## src/rtl/mtx_pkg.sv

```systemverilog
package mtx_pkg;

  typedef enum logic {
    SYNC_CMD  = 1'b0,
    SYNC_DATA = 1'b1
  } sync_e;

  typedef struct packed {
    logic [15:0] data;
    sync_e       sync;
    logic        bus;
  } tx_word_t;

  localparam int HALVES_PER_WORD = 40;
  localparam int SYNC_HALVES     = 6;
  localparam int PARITY_HALF     = 38;

endpackage

```

## src/rtl/mtx_timebase.sv

```systemverilog
module mtx_timebase (
  input  logic       clk,
  input  logic       rst_n,
  input  logic       en,
  input  logic [1:0] clk_sel,
  output logic       half_tick
);
  logic [3:0] cnt;
  logic [3:0] lim;

  // half-bit length minus one: 5,7,9,11 cycles for 12..24 MHz
  assign lim       = 4'd5 + {1'b0, clk_sel, 1'b0};
  assign half_tick = en && (cnt == lim);

  always_ff @(posedge clk or negedge rst_n) begin
    if (!rst_n)          cnt <= '0;
    else if (!en)        cnt <= '0;
    else if (half_tick)  cnt <= '0;
    else                 cnt <= cnt + 4'd1;
  end

  AST_TICK_SPACED: assert property (@(posedge clk) disable iff (!rst_n)
    half_tick |=> !half_tick);

endmodule

```

## src/rtl/mtx_serializer.sv

```systemverilog
module mtx_serializer
  import mtx_pkg::*;
(
  input  logic        clk,
  input  logic        rst_n,
  input  logic        kill,
  input  logic        half_tick,
  input  logic        in_valid,
  input  tx_word_t    in_word,
  output logic        in_ready,
  output logic        active,
  output logic        line_lvl,
  output logic        cur_bus,
  output logic        done,
  output logic [15:0] done_data
);
  tx_word_t   cur, nxt;
  logic       nxt_v;
  logic [5:0] hidx;
  logic       accept;
  logic       last;

  assign in_ready  = !kill && !nxt_v && (!active || hidx >= 6'(PARITY_HALF));
  assign accept    = in_valid && in_ready;
  assign last      = active && half_tick && (hidx == 6'(HALVES_PER_WORD - 1));
  assign done      = last && !kill;
  assign done_data = cur.data;
  assign cur_bus   = cur.bus;

  always_ff @(posedge clk or negedge rst_n) begin
    if (!rst_n) begin
      active <= 1'b0;
      hidx   <= '0;
      nxt_v  <= 1'b0;
      cur    <= '0;
      nxt    <= '0;
    end else if (kill) begin
      active <= 1'b0;
      hidx   <= '0;
      nxt_v  <= 1'b0;
    end else if (!active) begin
      if (accept) begin
        cur    <= in_word;
        active <= 1'b1;
        hidx   <= '0;
      end
    end else if (last) begin
      hidx <= '0;
      if (nxt_v) begin
        cur   <= nxt;
        nxt_v <= 1'b0;
      end else if (accept) begin
        cur <= in_word;
      end else begin
        active <= 1'b0;
      end
    end else begin
      if (half_tick) hidx <= hidx + 6'd1;
      if (accept) begin
        nxt   <= in_word;
        nxt_v <= 1'b1;
      end
    end
  end

  // line level for the current half-bit
  logic [5:0] off;
  logic [4:0] bidx;
  logic       bval;
  always_comb begin
    off  = hidx - 6'(SYNC_HALVES);
    bidx = off[5:1];
    bval = (bidx == 5'd16) ? ~^cur.data : cur.data[~bidx[3:0]];
    if (hidx < 6'd3)                    line_lvl = (cur.sync == SYNC_CMD);
    else if (hidx < 6'(SYNC_HALVES))    line_lvl = (cur.sync == SYNC_DATA);
    else                                line_lvl = hidx[0] ? ~bval : bval;
  end

  AST_HIDX_RANGE: assert property (@(posedge clk) disable iff (!rst_n)
    active |-> hidx < 6'(HALVES_PER_WORD));
  AST_QUEUE_BLOCKS: assert property (@(posedge clk) disable iff (!rst_n)
    nxt_v |-> !in_ready);
  AST_NO_GAP: assert property (@(posedge clk) disable iff (!rst_n)
    (last && nxt_v && !kill) |=> (active && hidx == 6'd0));
  AST_KILL_STOPS: assert property (@(posedge clk) disable iff (!rst_n)
    kill |=> !active);

endmodule

```

## src/rtl/mtx_watchdog.sv

```systemverilog
module mtx_watchdog #(
  parameter int WDOG_US = 688
) (
  input  logic       clk,
  input  logic       rst_n,
  input  logic       tx_on,
  input  logic [1:0] clk_sel,
  input  logic       clr,
  output logic       trip,
  output logic       shut,
  output logic       irq
);
  localparam int UW = $clog2(WDOG_US + 1);

  logic [4:0]    sub;
  logic [4:0]    sub_lim;
  logic [UW-1:0] us;

  // cycles per microsecond minus one: 11,15,19,23
  assign sub_lim = 5'd11 + {1'b0, clk_sel, 2'b00};
  assign trip    = tx_on && !shut && (sub == sub_lim) && (us == UW'(WDOG_US - 1));

  always_ff @(posedge clk or negedge rst_n) begin
    if (!rst_n) begin
      sub <= '0;
      us  <= '0;
    end else if (!tx_on || shut || trip) begin
      sub <= '0;
      us  <= '0;
    end else if (sub == sub_lim) begin
      sub <= '0;
      us  <= us + UW'(1);
    end else begin
      sub <= sub + 5'd1;
    end
  end

  always_ff @(posedge clk or negedge rst_n) begin
    if (!rst_n) begin
      shut <= 1'b0;
      irq  <= 1'b0;
    end else begin
      irq <= trip;
      if (trip)     shut <= 1'b1;
      else if (clr) shut <= 1'b0;
    end
  end

  AST_SHUT_STICKY: assert property (@(posedge clk) disable iff (!rst_n)
    (shut && !clr) |=> shut);
  AST_IRQ_WITH_SHUT: assert property (@(posedge clk) disable iff (!rst_n)
    irq |-> shut);

endmodule

```

## src/rtl/mtx_loopcheck.sv

```systemverilog
module mtx_loopcheck #(
  parameter int LB_WAIT = 64
) (
  input  logic        clk,
  input  logic        rst_n,
  input  logic        word_done,
  input  logic [15:0] done_data,
  input  logic        rx_valid,
  input  logic [15:0] rx_data,
  input  logic        rx_err,
  output logic        fail
);
  localparam int TW = $clog2(LB_WAIT + 1);

  logic          pending;
  logic [15:0]   expect_w;
  logic [TW-1:0] tmr;
  logic          bad;

  assign bad = rx_err || (rx_data != expect_w);

  always_ff @(posedge clk or negedge rst_n) begin
    if (!rst_n) begin
      pending  <= 1'b0;
      expect_w <= '0;
      tmr      <= '0;
      fail     <= 1'b0;
    end else begin
      fail <= 1'b0;
      if (word_done) begin
        if (pending) fail <= rx_valid ? bad : 1'b1;
        expect_w <= done_data;
        pending  <= 1'b1;
        tmr      <= '0;
      end else if (pending) begin
        if (rx_valid) begin
          fail    <= bad;
          pending <= 1'b0;
        end else if (tmr == TW'(LB_WAIT - 1)) begin
          fail    <= 1'b1;
          pending <= 1'b0;
        end else begin
          tmr <= tmr + TW'(1);
        end
      end
    end
  end

  AST_FAIL_HAS_CAUSE: assert property (@(posedge clk) disable iff (!rst_n)
    fail |-> $past(pending));
  AST_FAIL_PULSE: assert property (@(posedge clk) disable iff (!rst_n)
    (fail && !$past(word_done)) |=> !fail);

endmodule

```

## src/rtl/manchester_word_tx.sv

```systemverilog
module manchester_word_tx
  import mtx_pkg::*;
#(
  parameter int WDOG_US = 688,
  parameter int LB_WAIT = 64
) (
  input  logic        clk,
  input  logic        rst_n,
  input  logic [1:0]  clk_sel,
  input  logic        tx_valid,
  output logic        tx_ready,
  input  logic [15:0] tx_data,
  input  logic        tx_sync,
  input  logic        tx_bus,
  input  logic        shutdown_clr,
  output logic        bus_a_p,
  output logic        bus_a_n,
  output logic        bus_a_inh,
  output logic        bus_b_p,
  output logic        bus_b_n,
  output logic        bus_b_inh,
  input  logic        rx_valid,
  input  logic [15:0] rx_data,
  input  logic        rx_err,
  output logic        loop_fail,
  output logic        shutdown,
  output logic        shutdown_irq
);
  localparam int NBUS = 2;

  tx_word_t    in_word;
  logic        half_tick, active, line_lvl, cur_bus, done, trip, kill;
  logic [15:0] done_data;
  logic        drive;
  logic [NBUS-1:0] drv_p, drv_n, drv_inh;

  assign in_word = '{data: tx_data, sync: sync_e'(tx_sync), bus: tx_bus};
  assign kill    = trip || shutdown;
  assign drive   = active && !kill;

  mtx_timebase u_tb (
    .clk(clk), .rst_n(rst_n), .en(active), .clk_sel(clk_sel), .half_tick(half_tick)
  );

  mtx_serializer u_ser (
    .clk(clk), .rst_n(rst_n), .kill(kill), .half_tick(half_tick),
    .in_valid(tx_valid), .in_word(in_word), .in_ready(tx_ready),
    .active(active), .line_lvl(line_lvl), .cur_bus(cur_bus),
    .done(done), .done_data(done_data)
  );

  mtx_watchdog #(.WDOG_US(WDOG_US)) u_wd (
    .clk(clk), .rst_n(rst_n), .tx_on(active), .clk_sel(clk_sel),
    .clr(shutdown_clr), .trip(trip), .shut(shutdown), .irq(shutdown_irq)
  );

  mtx_loopcheck #(.LB_WAIT(LB_WAIT)) u_lb (
    .clk(clk), .rst_n(rst_n), .word_done(done), .done_data(done_data),
    .rx_valid(rx_valid), .rx_data(rx_data), .rx_err(rx_err), .fail(loop_fail)
  );

  // per-bus output gating
  for (genvar g = 0; g < NBUS; g++) begin : g_bus
    logic on;
    assign on         = drive && (cur_bus == 1'(g));
    assign drv_p[g]   = on ? line_lvl  : 1'b1;
    assign drv_n[g]   = on ? ~line_lvl : 1'b1;
    assign drv_inh[g] = ~on;
  end

  assign bus_a_p   = drv_p[0];
  assign bus_a_n   = drv_n[0];
  assign bus_a_inh = drv_inh[0];
  assign bus_b_p   = drv_p[1];
  assign bus_b_n   = drv_n[1];
  assign bus_b_inh = drv_inh[1];

  AST_ONE_BUS: assert property (@(posedge clk) disable iff (!rst_n)
    !(!bus_a_inh && !bus_b_inh));
  AST_QUIET_A: assert property (@(posedge clk) disable iff (!rst_n)
    bus_a_inh |-> (bus_a_p && bus_a_n));
  AST_QUIET_B: assert property (@(posedge clk) disable iff (!rst_n)
    bus_b_inh |-> (bus_b_p && bus_b_n));
  AST_SHUT_SILENT: assert property (@(posedge clk) disable iff (!rst_n)
    shutdown |-> (bus_a_inh && bus_b_inh && !tx_ready));

endmodule

```

## config.mk

```make
export PLATFORM = sky130hd
export DESIGN_NAME = manchester_word_tx
export DESIGN_NICKNAME = d
export VERILOG_FILES = /design/src/rtl/mtx_pkg.sv /design/src/rtl/mtx_timebase.sv /design/src/rtl/mtx_serializer.sv /design/src/rtl/mtx_watchdog.sv /design/src/rtl/mtx_loopcheck.sv /design/src/rtl/manchester_word_tx.sv
export SDC_FILE = /design/constraint.sdc
export NUM_CORES = 1
export LEC_CHECK = 0
export ABC_AREA = 0
export BUFFER_PORTS_ARGS = -buffer_cell sky130_fd_sc_hd__clkbuf_2
export CAP_MARGIN = 10
export CORE_ASPECT_RATIO = 1.4
export CORE_MARGIN = 2
export CORE_UTILIZATION = 30
export DETAILED_ROUTE_END_ITERATION = 12
export SYNTH_ARGS = -nofsm -noshare
export SYNTH_HDL_FRONTEND = slang
export SYNTH_SLANG_ARGS = --single-unit
```

## constraint.sdc

```tcl
create_clock -name clk -period 4.4 [get_ports clk]
set_input_delay 0.88 -clock clk [delete_from_list [all_inputs] [get_ports clk]]
set_output_delay 0.88 -clock clk [all_outputs]
set_load 0.02 [all_outputs]
```

After elaboration in Yosys (flattened, before gate mapping) --
Cells that the tools add are included.
Cells by class: $add $sub $neg 8, magnitude comparators 4, equal/unequal tests 11, multiplexer cells 50, bitwise logic cells 9, reduce and logical (&&, ||, !) cells 34
Operators with widths (count):
- $mux W18 | 4
- $mux W1 | 30
- $mux W6 | 5
- $mux W7 | 4
- $mux W10 | 2
- $ne A16 B16 Y1 | 1
- $reduce_xnor A16 Y1 | 1
- $logic_and A1 B1 Y1 | 13
- $add A10 B1 Y10 const B | 1
- $eq A10 B10 Y1 const B | 1
- $mux W5 | 2
- $mux W4 | 2
- $not A1 Y1 | 8
- $reduce_bool A2 Y1 | 4
- $add A7 B1 Y7 const B | 1
- $eq A7 B6 Y1 const B | 1
- $add A6 B1 Y6 const B | 1
- $eq A6 B6 Y1 const B | 1
- $ge A6 B6 Y1 const B | 1
- $lt A6 B2 Y1 const B | 1
- $lt A6 B3 Y1 const B | 1
- $reduce_and A2 Y1 | 3
- $reduce_bool A3 Y1 | 2
- $sub A6 B3 Y6 const B | 1
- other kinds (17) | 25
Storage, ports and cells: register bits after elaboration 90, output and inout bits 10, logic and storage cells 134

Longest topological paths before layout --
Gate-level depths: netlist (run 1).
word-level depth 14, mapped depth 11

Hierarchy --
Synthesis (run 1) repeated with hierarchy kept, for this count alone.
Unflattened totals: cell total of the unflattened synthesis 462, area, all modules 4993.5 µm²
Modules (own cells, without submodules):
- mtx_serializer | instances 1, cells each 240, area an instance 2519.9 µm², sequential area each 1101.1 µm²
- mtx_loopcheck | instances 1, cells each 97, area an instance 1219.9 µm², sequential area each 625.6 µm²
- mtx_watchdog | instances 1, cells each 97, area an instance 973.4 µm², sequential area each 425.4 µm²
- mtx_timebase | instances 1, cells each 19, area an instance 215.2 µm², sequential area each 100.1 µm²
- manchester_word_tx | instances 1, cells each 9, area an instance 65.1 µm², sequential area each 0.0 µm²

Least setup slack after synthesis (run 1) --
Ideal clock, no wire load.
kind register -> output, from register u_ser.hidx[1], to output port bus_a_n, arrival time 2206 ps, slack 1314 ps, cell stages (with the launch flop) 9, buffers on the path 0, path through dfrtp_1 > ha_1 > mux4_2 > mux2i_1 > mux2i_1 > nand3_1 > o21ai_0 > nor3_1 > nand2b_1
On the way: word-level cells in the longest chain between the ends 11, elaborated cells between the ends (all ways) 14, classes of those cells 1 x add/sub; 2 x order compare; 1 x eq/ne; 7 x mux; 3 x bitwise
RTL lines:
- start: declaration | RTL line mtx_serializer.sv:19 | logic [5:0] hidx;
- start signal: assignment | RTL line mtx_serializer.sv:58 | if (half_tick) hidx <= hidx + 6'd1;
- $sub A6 B3 Y6 | RTL line mtx_serializer.sv:71 | off = hidx - 6'(SYNC_HALVES);
- $not A4 Y4 | RTL line mtx_serializer.sv:73 | bval = (bidx == 5'd16) ? ~^cur.data : cur.data[~bidx[3:0]];
- $bmux W1 S4 | RTL line mtx_serializer.sv:73
- $mux W1 (implied by the code) | RTL line mtx_serializer.sv:73
- $mux W1 | RTL line mtx_serializer.sv:73
- $not A1 Y1 | RTL line mtx_serializer.sv:76 | else line_lvl = hidx[0] ? ~bval : bval;
- $mux W1 | RTL line mtx_serializer.sv:76
- $mux W1 | RTL line mtx_serializer.sv:75 | else if (hidx < 6'(SYNC_HALVES)) line_lvl = (cur.sync == SYNC_DATA);
- $mux W1 (*) | RTL line mtx_serializer.sv:74 | if (hidx < 6'd3) line_lvl = (cur.sync == SYNC_CMD);
- $not A1 Y1 (*) | RTL line manchester_word_tx.sv:67 | assign drv_n[g] = on ? ~line_lvl : 1'b1;
- $mux W1 (*) | RTL line manchester_word_tx.sv:67
- end: declaration | RTL line manchester_word_tx.sv:17 | output logic bus_a_n,
Mark *: on every way between the ends. The rest lies on a longest branch, timed or not. The select of a mux whose other input is x is not followed.

Final worst setup path (run 1) --
from register u_ser.hidx[1], to output port bus_b_n
On the way: word-level cells in the longest chain between the ends 11, elaborated cells between the ends (all ways) 14, classes of those cells 1 x add/sub; 2 x order compare; 1 x eq/ne; 7 x mux; 3 x bitwise
RTL lines:
- $sub A6 B3 Y6 | RTL line mtx_serializer.sv:71
- $not A4 Y4 | RTL line mtx_serializer.sv:73
- $bmux W1 S4 | RTL line mtx_serializer.sv:73
- $mux W1 (implied by the code) | RTL line mtx_serializer.sv:73
- $mux W1 | RTL line mtx_serializer.sv:73
- $not A1 Y1 | RTL line mtx_serializer.sv:76
- $mux W1 | RTL line mtx_serializer.sv:76
- $mux W1 | RTL line mtx_serializer.sv:75
- $mux W1 (*) | RTL line mtx_serializer.sv:74
- $not A1 Y1 (*) | RTL line manchester_word_tx.sv:67
- $mux W1 (*) | RTL line manchester_word_tx.sv:67
- end: declaration | RTL line manchester_word_tx.sv:20 | output logic bus_b_n,
Marked as above.

==> out/summary.txt, run 1 <==
Status: finished clean
Average size of a mapped cell: 10.2 um2
Register bit count reported by yosys: 90
CP Data Required Time: 3520 ps
Vias in the first global route: 3439
Post-CTS Resized: 0
Min Tclk post-route: 4060 ps
Highest Clock Rate: 0.246 GHz
Clock skew: 9.45 ps
Largest net degree at the start of global routing: 70
Antenna fix cells: 0
Post-DRT Antenna Nets: 0
Most frequent cells in the layout: 90 x dfrtp_1, 72 x nand2_1, 50 x clkbuf_2
Vias per std cell: 4.90
Setup TNS: 0 ps
Total number of vias: 3418
Leakage power: 2.53 nW
Unique masters post-synth: 48
Detailed Route WL: 9980 um
Post-CTS Hold Fix Bufs: 0
Synth area leaders: dfrtp_1 49%, nand2_1 5.9%, xor2_1 5.5%
Mapped Area: 4610 um2
Most common cell after layout, fill and taps aside: dfrtp_1
I/O pin cnt: 52
Crit path largest cell delay: 530 ps
Total CTS buffers: 9
Initial DRC count: 188
Synth Warn #: 0
Startpoint types: register
Net count after synthesis: 503
Critical Path, Cell by Cell: ha_1 -> mux4_2 -> mux2i_1 -> mux2i_1 -> nand3_1 -> o21ai_0 -> nor3_1 -> nand2b_1 -> clkbuf_2
H-tree level count: 3
Overall Global Routing Usage: 13.1%
Max VDD drop: 0.000263 V
Post-CTS setup buffers: 0
Final Cycle Share: 92.3%
Number of buffers and inverters on the critical path: 1
Number of fill cells: 1503
Final hold violations: 0
EDFF count, synth: 0
Worst hold path type: register to register
Slew @ Worst Pin: 874 ps
Root Buffer: clkbuf_16
Die area: 16400 um2
Maximum fanout along the worst path: 14
Area grow syn2layout: 15.2%
FP Rows: 53
Slew headroom: 41.7%
DR DRC count: 0
Initial antenna violation count: 0
Worst-Skew Late Latency: 340 ps
Wire length per cell: 14.3 um
Global-route wire length before repair: 16700 um
Worst endpoint data arrival time: 3180 ps
Slowest cell on the critical path: dfrtp_1
Share of cells above drive strength 1: 22.1%
Core area: 15100 um2
# placed instances: 683
Mapped Cells: 454
Post-synth ARST share: 100%
Most used flip-flop cell after synthesis: dfrtp_1
GRT overflow: 0
Kind of critical path: register to primary output
Seq/Total Area, Yosys: 48.8%
Non-Filler Instances: 698
Number of buffer cells added on primary ports: 51
Unrepaired setup endpoints after global routing: no
CP dominant cell by count: mux2i_1
Yosys top cell by area: dfrtp_1
Clock Path Buffers: 2
# setup viols final: 0
DR pass1 iterations: 4
Detailed-placement wirelength estimate: 7310 um
Initial Utilization: 30.7%
Max-slew violations: 0
Number of max-cap violations: 0
Pwr dens: 572 nW/um2
Die height: 151 um
Die X: 109 um
TritonCTS clock tree: done
CP top delay family: simple AND/OR/NAND/NOR gates
Clk sinks: 90
Final Wtd Congestion: 0.768
Final-stage net count: 551
Yosys top cell area share: 48.8%
Worst Setup End Kind: primary output
CTS clk-pin slew, worst paths: 60 ps
-- registers in the layout, indices dropped and copies added (netlist names) --
name,cells
u_lb.expect_w,16
u_lb.fail,1
u_lb.pending,1
u_lb.tmr,7
u_ser.active,1
u_ser.cur,1
u_ser.cur_bus,1
u_ser.done_data,16
u_ser.hidx,6
u_ser.nxt,18
u_ser.nxt_v,1
u_tb.cnt,4
u_wd.irq,1
u_wd.shut,1
u_wd.sub,5
u_wd.us,10
-- cell families (layout without fill, tap and decap cells) --
family	after synthesis	after routing	share of synthesized area, %
mux	27	27	7.43
flops	90	90	48.8
compound gates	73	73	10.5
fa+ha+maj	7	7	1.90
buf+inv	25	77	2.58
xor+xnor	54	54	10.2
simple gates	178	178	18.5
-- cell usage after synthesis, types with 2 or more instances --
library cell  number
a21bo_2            2
a21oi_1           26
a31oi_1            3
and3_1             4
and3b_1            2
and4_1             2
buf_2              2
buf_4              2
buf_6              2
clkbuf_1          12
dfrtp_1           90
ha_1               7
inv_1              7
mux2_2            18
mux2i_1            5
mux4_2             4
nand2_1           72
nand2b_1           5
nand3_1           13
nand4_1            6
nor2_1            44
nor2_2             7
nor2b_1            3
nor3_1             5
nor3b_1            2
nor4_1             3
o21a_1             3
o21ai_0           10
o22ai_1           18
o31ai_1            2
o41ai_1            2
or2_2              3
xnor2_1           25
xor2_1            29
-- worst paths after layout --
kind	start	to	slack, ps	cells after the start
worst max register to register	u_wd.us[0]	u_ser.cur_bus	1610	8
worst min-delay path	u_wd.sub[0]	u_wd.sub[0]	470	1
worst min register to register	u_wd.sub[0]	u_wd.sub[0]	470	1
max in group asynchronous	rst_n	u_wd.us[3]	2890	2
worst max-delay path	u_ser.hidx[1]	bus_b_n	340	9
min in group asynchronous	rst_n	u_ser.nxt[16]	660	1
-- report_power, final --
part           switching [W]  leakage, nW  internal [W]
Clock               0.000308        0.132      0.000378
Sequential          0.000228         1.18      0.000987
Combinational       0.000574         1.22      0.000567
-- stage by stage --
stage	hold WS (ps)	total power, W	utilization, %	setup slack, ps	instance area [um2]
5_1_grt	499	0.00324	35.3	46.4	5320
2_1_floorplan	433	0.00208	-	1310	4610
3_3_place_gp	443	0.00233	33.6	799	5060
3_5_place_dp	474	0.00236	33.6	727	5060
4_1_cts	483	0.00307	35.3	345	5320
6_report	472	0.00304	35.3	338	5320
-- area by class of cell --
cell class / instances / area [um2] / area share (%)
Sequential cell: 90 / 2250 / 42.4
Multi-Input combinational cell: 339 / 2250 / 42.3
Timing Repair Buffer: 55 / 288 / 5.41
Tap cell: 192 / 240 / 4.52
Clock buffer: 10 / 229 / 4.31
Clock inverter: 5 / 32.5 / 0.612
Inverter: 7 / 26.3 / 0.494
-- metal layers --
layer	vias to the layer above	wire length, um	global-route usage [%]
li1	1655	-	-
met1	1667	4270	16.2
met2	79	5060	21.8
met3	17	367	2.25
met4	0	282	6.35
met5	-	0	0
(Power assumes the default switching activity.)
==> run 2, diff against run 1 <==
--- a/config.mk
+++ b/config.mk
@@ -6,7 +6,7 @@
 export NUM_CORES = 1
 export LEC_CHECK = 0
 export ABC_AREA = 0
-export BUFFER_PORTS_ARGS = -buffer_cell sky130_fd_sc_hd__clkbuf_2
+export BUFFER_PORTS_ARGS = -buffer_cell sky130_fd_sc_hd__buf_2
 export CAP_MARGIN = 10
 export CORE_ASPECT_RATIO = 1.4
 export CORE_MARGIN = 2
==> out/summary.txt, run 2 (synthesized netlist as in run 1, its figures left out) <==
Status: finished clean
Worst hold path type: register to register
GRT overflow: 0 (unchanged)
Final instance area: 5370 um2 (+0.99%)
Max-slew violations: 0 (unchanged)
I/O pin cnt: 52 (unchanged)
Kind of critical path: register to primary output
FF-to-FF path depth: 8 (unchanged)
Number of max-cap violations: 0 (unchanged)
Max reg flops: 18 (unchanged)
Wire length per cell: 14.2 um (-0.88%)
Slowest cell on the critical path: mux4_2
Maximum fanout along the worst path: 14 (unchanged)
WHS Endpoint: u_wd.sub[0]
Overall Global Routing Usage: 12.9% (-0.18 points)
Unrepaired setup endpoints after global routing: no
Crit path largest cell delay: 540 ps (about the same)
Detailed-placement wirelength estimate: 7300 um (-0.21%)
Final Wtd Congestion: 0.769 (+0.22%)
TritonCTS clock tree: done
Number of buffers and inverters on the critical path: 1 (unchanged)
Clk sinks: 90 (unchanged)
Initial Utilization: 30.7% (unchanged)
Pwr dens: 579 nW/um2 (+1.3%)
H-tree level count: 3 (unchanged)
Post-DRT Antenna Nets: 0 (unchanged)
Slew headroom: 42.3% (+0.52 points)
R2r startpoint: u_wd.us[0]
Worst R2R End: u_ser.done_data[15]
Vias per std cell: 4.84 (-1.2%)
Highest Clock Rate: 0.245 GHz (-0.51%)
Worst endpoint data arrival time: 3200 ps (+20 ps)
Number of fill cells: 1508 (+0.33%)
Min Tclk post-route: 4080 ps (+20.9 ps)
Startpoint types: register
Initial DRC count: 127 (-32%)
Largest net degree at the start of global routing: 91 (+30%)
Worst-Skew Late Latency: 340 ps (about the same)
Critical Path, Cell by Cell: ha_1 -> mux4_2 -> mux2i_1 -> mux2i_1 -> nand3_1 -> o21ai_0 -> nor3_1 -> nand2b_1 -> buf_2
Worst Setup End Kind: primary output
DR pass1 iterations: 4 (unchanged)
Post-CTS Hold Fix Bufs: 0 (unchanged)
Total CTS buffers: 9 (unchanged)
Clock Path Buffers: 2 (unchanged)
Global-route wire length before repair: 16400 um (-1.5%)
Die area: 16400 um2 (unchanged)
# setup viols final: 0 (unchanged)
Clock skew: 9.74 ps (+0.293 ps)
Cell Area, Placed: 5050 um2 (-0.15%)
Max VDD drop: 0.000272 V (+3.7%)
Worst hold stages: 1 (unchanged)
Worst Setup SP: u_ser.hidx[1]
DR DRC count: 0 (unchanged)
Slew @ Worst Pin: 864 ps (-10.3 ps)
Root Buffer: clkbuf_16
Post-CTS Resized: 0 (unchanged)
Most frequent cells in the layout: 90 x dfrtp_1, 72 x nand2_1, 50 x buf_2
Antenna fix cells: 0 (unchanged)
Vias in the first global route: 3357 (-2.4%)
Initial antenna violation count: 0 (unchanged)
FP Rows: 53 (unchanged)
Detailed Route WL: 9880 um (-1.0%)
Final-stage net count: 551 (unchanged)
Share of cells above drive strength 1: 22.0% (-0.15 points)
Number of buffer cells added on primary ports: 51 (unchanged)
Most common cell after layout, fill and taps aside: dfrtp_1
Final hold violations: 0 (unchanged)
Die X: 109 um (unchanged)
Leakage power: 2.54 nW (+0.31%)
Top reg by flops: u_ser.nxt
Area grow syn2layout: 16.4%
CP Data Required Time: 3520 ps (about the same)
Die height: 151 um (unchanged)
R2r setup slk: 1560 ps (-50 ps)
CTS clk-pin slew, worst paths: 60 ps (about the same)
Start point of the worst hold path: u_wd.sub[0]
CP top delay family: multiplexers
CP dominant cell by count: mux2i_1
Final Cycle Share: 92.8% (+0.47 points)
Post-CTS setup buffers: 0 (unchanged)
Setup TNS: 0 ps (unchanged)
Total number of vias: 3373 (-1.3%)
Core area: 15100 um2 (unchanged)
==> run 2: worst register-to-register path: stages, from the launching register on <==
cell      delay [ps]
dfrtp_1          390
ha_1             240
nand3_1          110
or2_2            320
o41ai_4          630
nand3b_2         520
a21boi_4         260
nor2_1           180
a21oi_1           60
==> run 2: area by class of cell <==
class	instances	area [um2]	area share, %
clock buffers	12	256	4.78
multi-input cells	339	2250	41.9
clock inverters	2	37.5	0.699
inverters	7	26.3	0.489
repair buffers	55	308	5.73
well taps	192	240	4.47
flip-flops and latches	90	2250	41.9
==> run 2: worst max-delay path by stage <==
| stage | to | slack [ps] | depth (start not counted) |
|---|---|---|---|
| after global routing | bus_b_n | 110 | 9 |
| after floorplan | bus_a_n | 1310 | 8 |
| final | bus_b_n | 320 | 9 |
| after detailed placement | bus_b_n | 710 | 9 |
| after global placement | bus_a_n | 810 | 9 |
| after CTS | bus_b_n | 340 | 9 |
==> run 2: power by group <==
| part | switching (W) | internal [W] |
|---|---|---|
| Combinational | 0.000561 | 0.000569 |
| Clock | 0.000295 | 0.000465 |
| Sequential | 0.000235 | 0.000987 |
==> run 2: metal layers <==
metal	wire length, um	GRT usage [%]	part of all wire (%)
met5	0	0	0
met4	234	5.26	2.4
met3	266	2.51	2.7
met2	5070	22.0	51
met1	4310	15.8	44
==> run 2: stage by stage <==
stage	hold WS (ps)	util [%]	setup WS, ps	total power [W]	cells
3_5_place_dp	458	33.5	712	0.00236	682
2_1_floorplan	433	-	1310	0.00208	454
6_report	467	35.7	318	0.00311	697
3_3_place_gp	447	33.5	812	0.00232	682
5_1_grt	502	35.7	107	0.00331	697
4_1_cts	467	35.5	343	0.00314	696
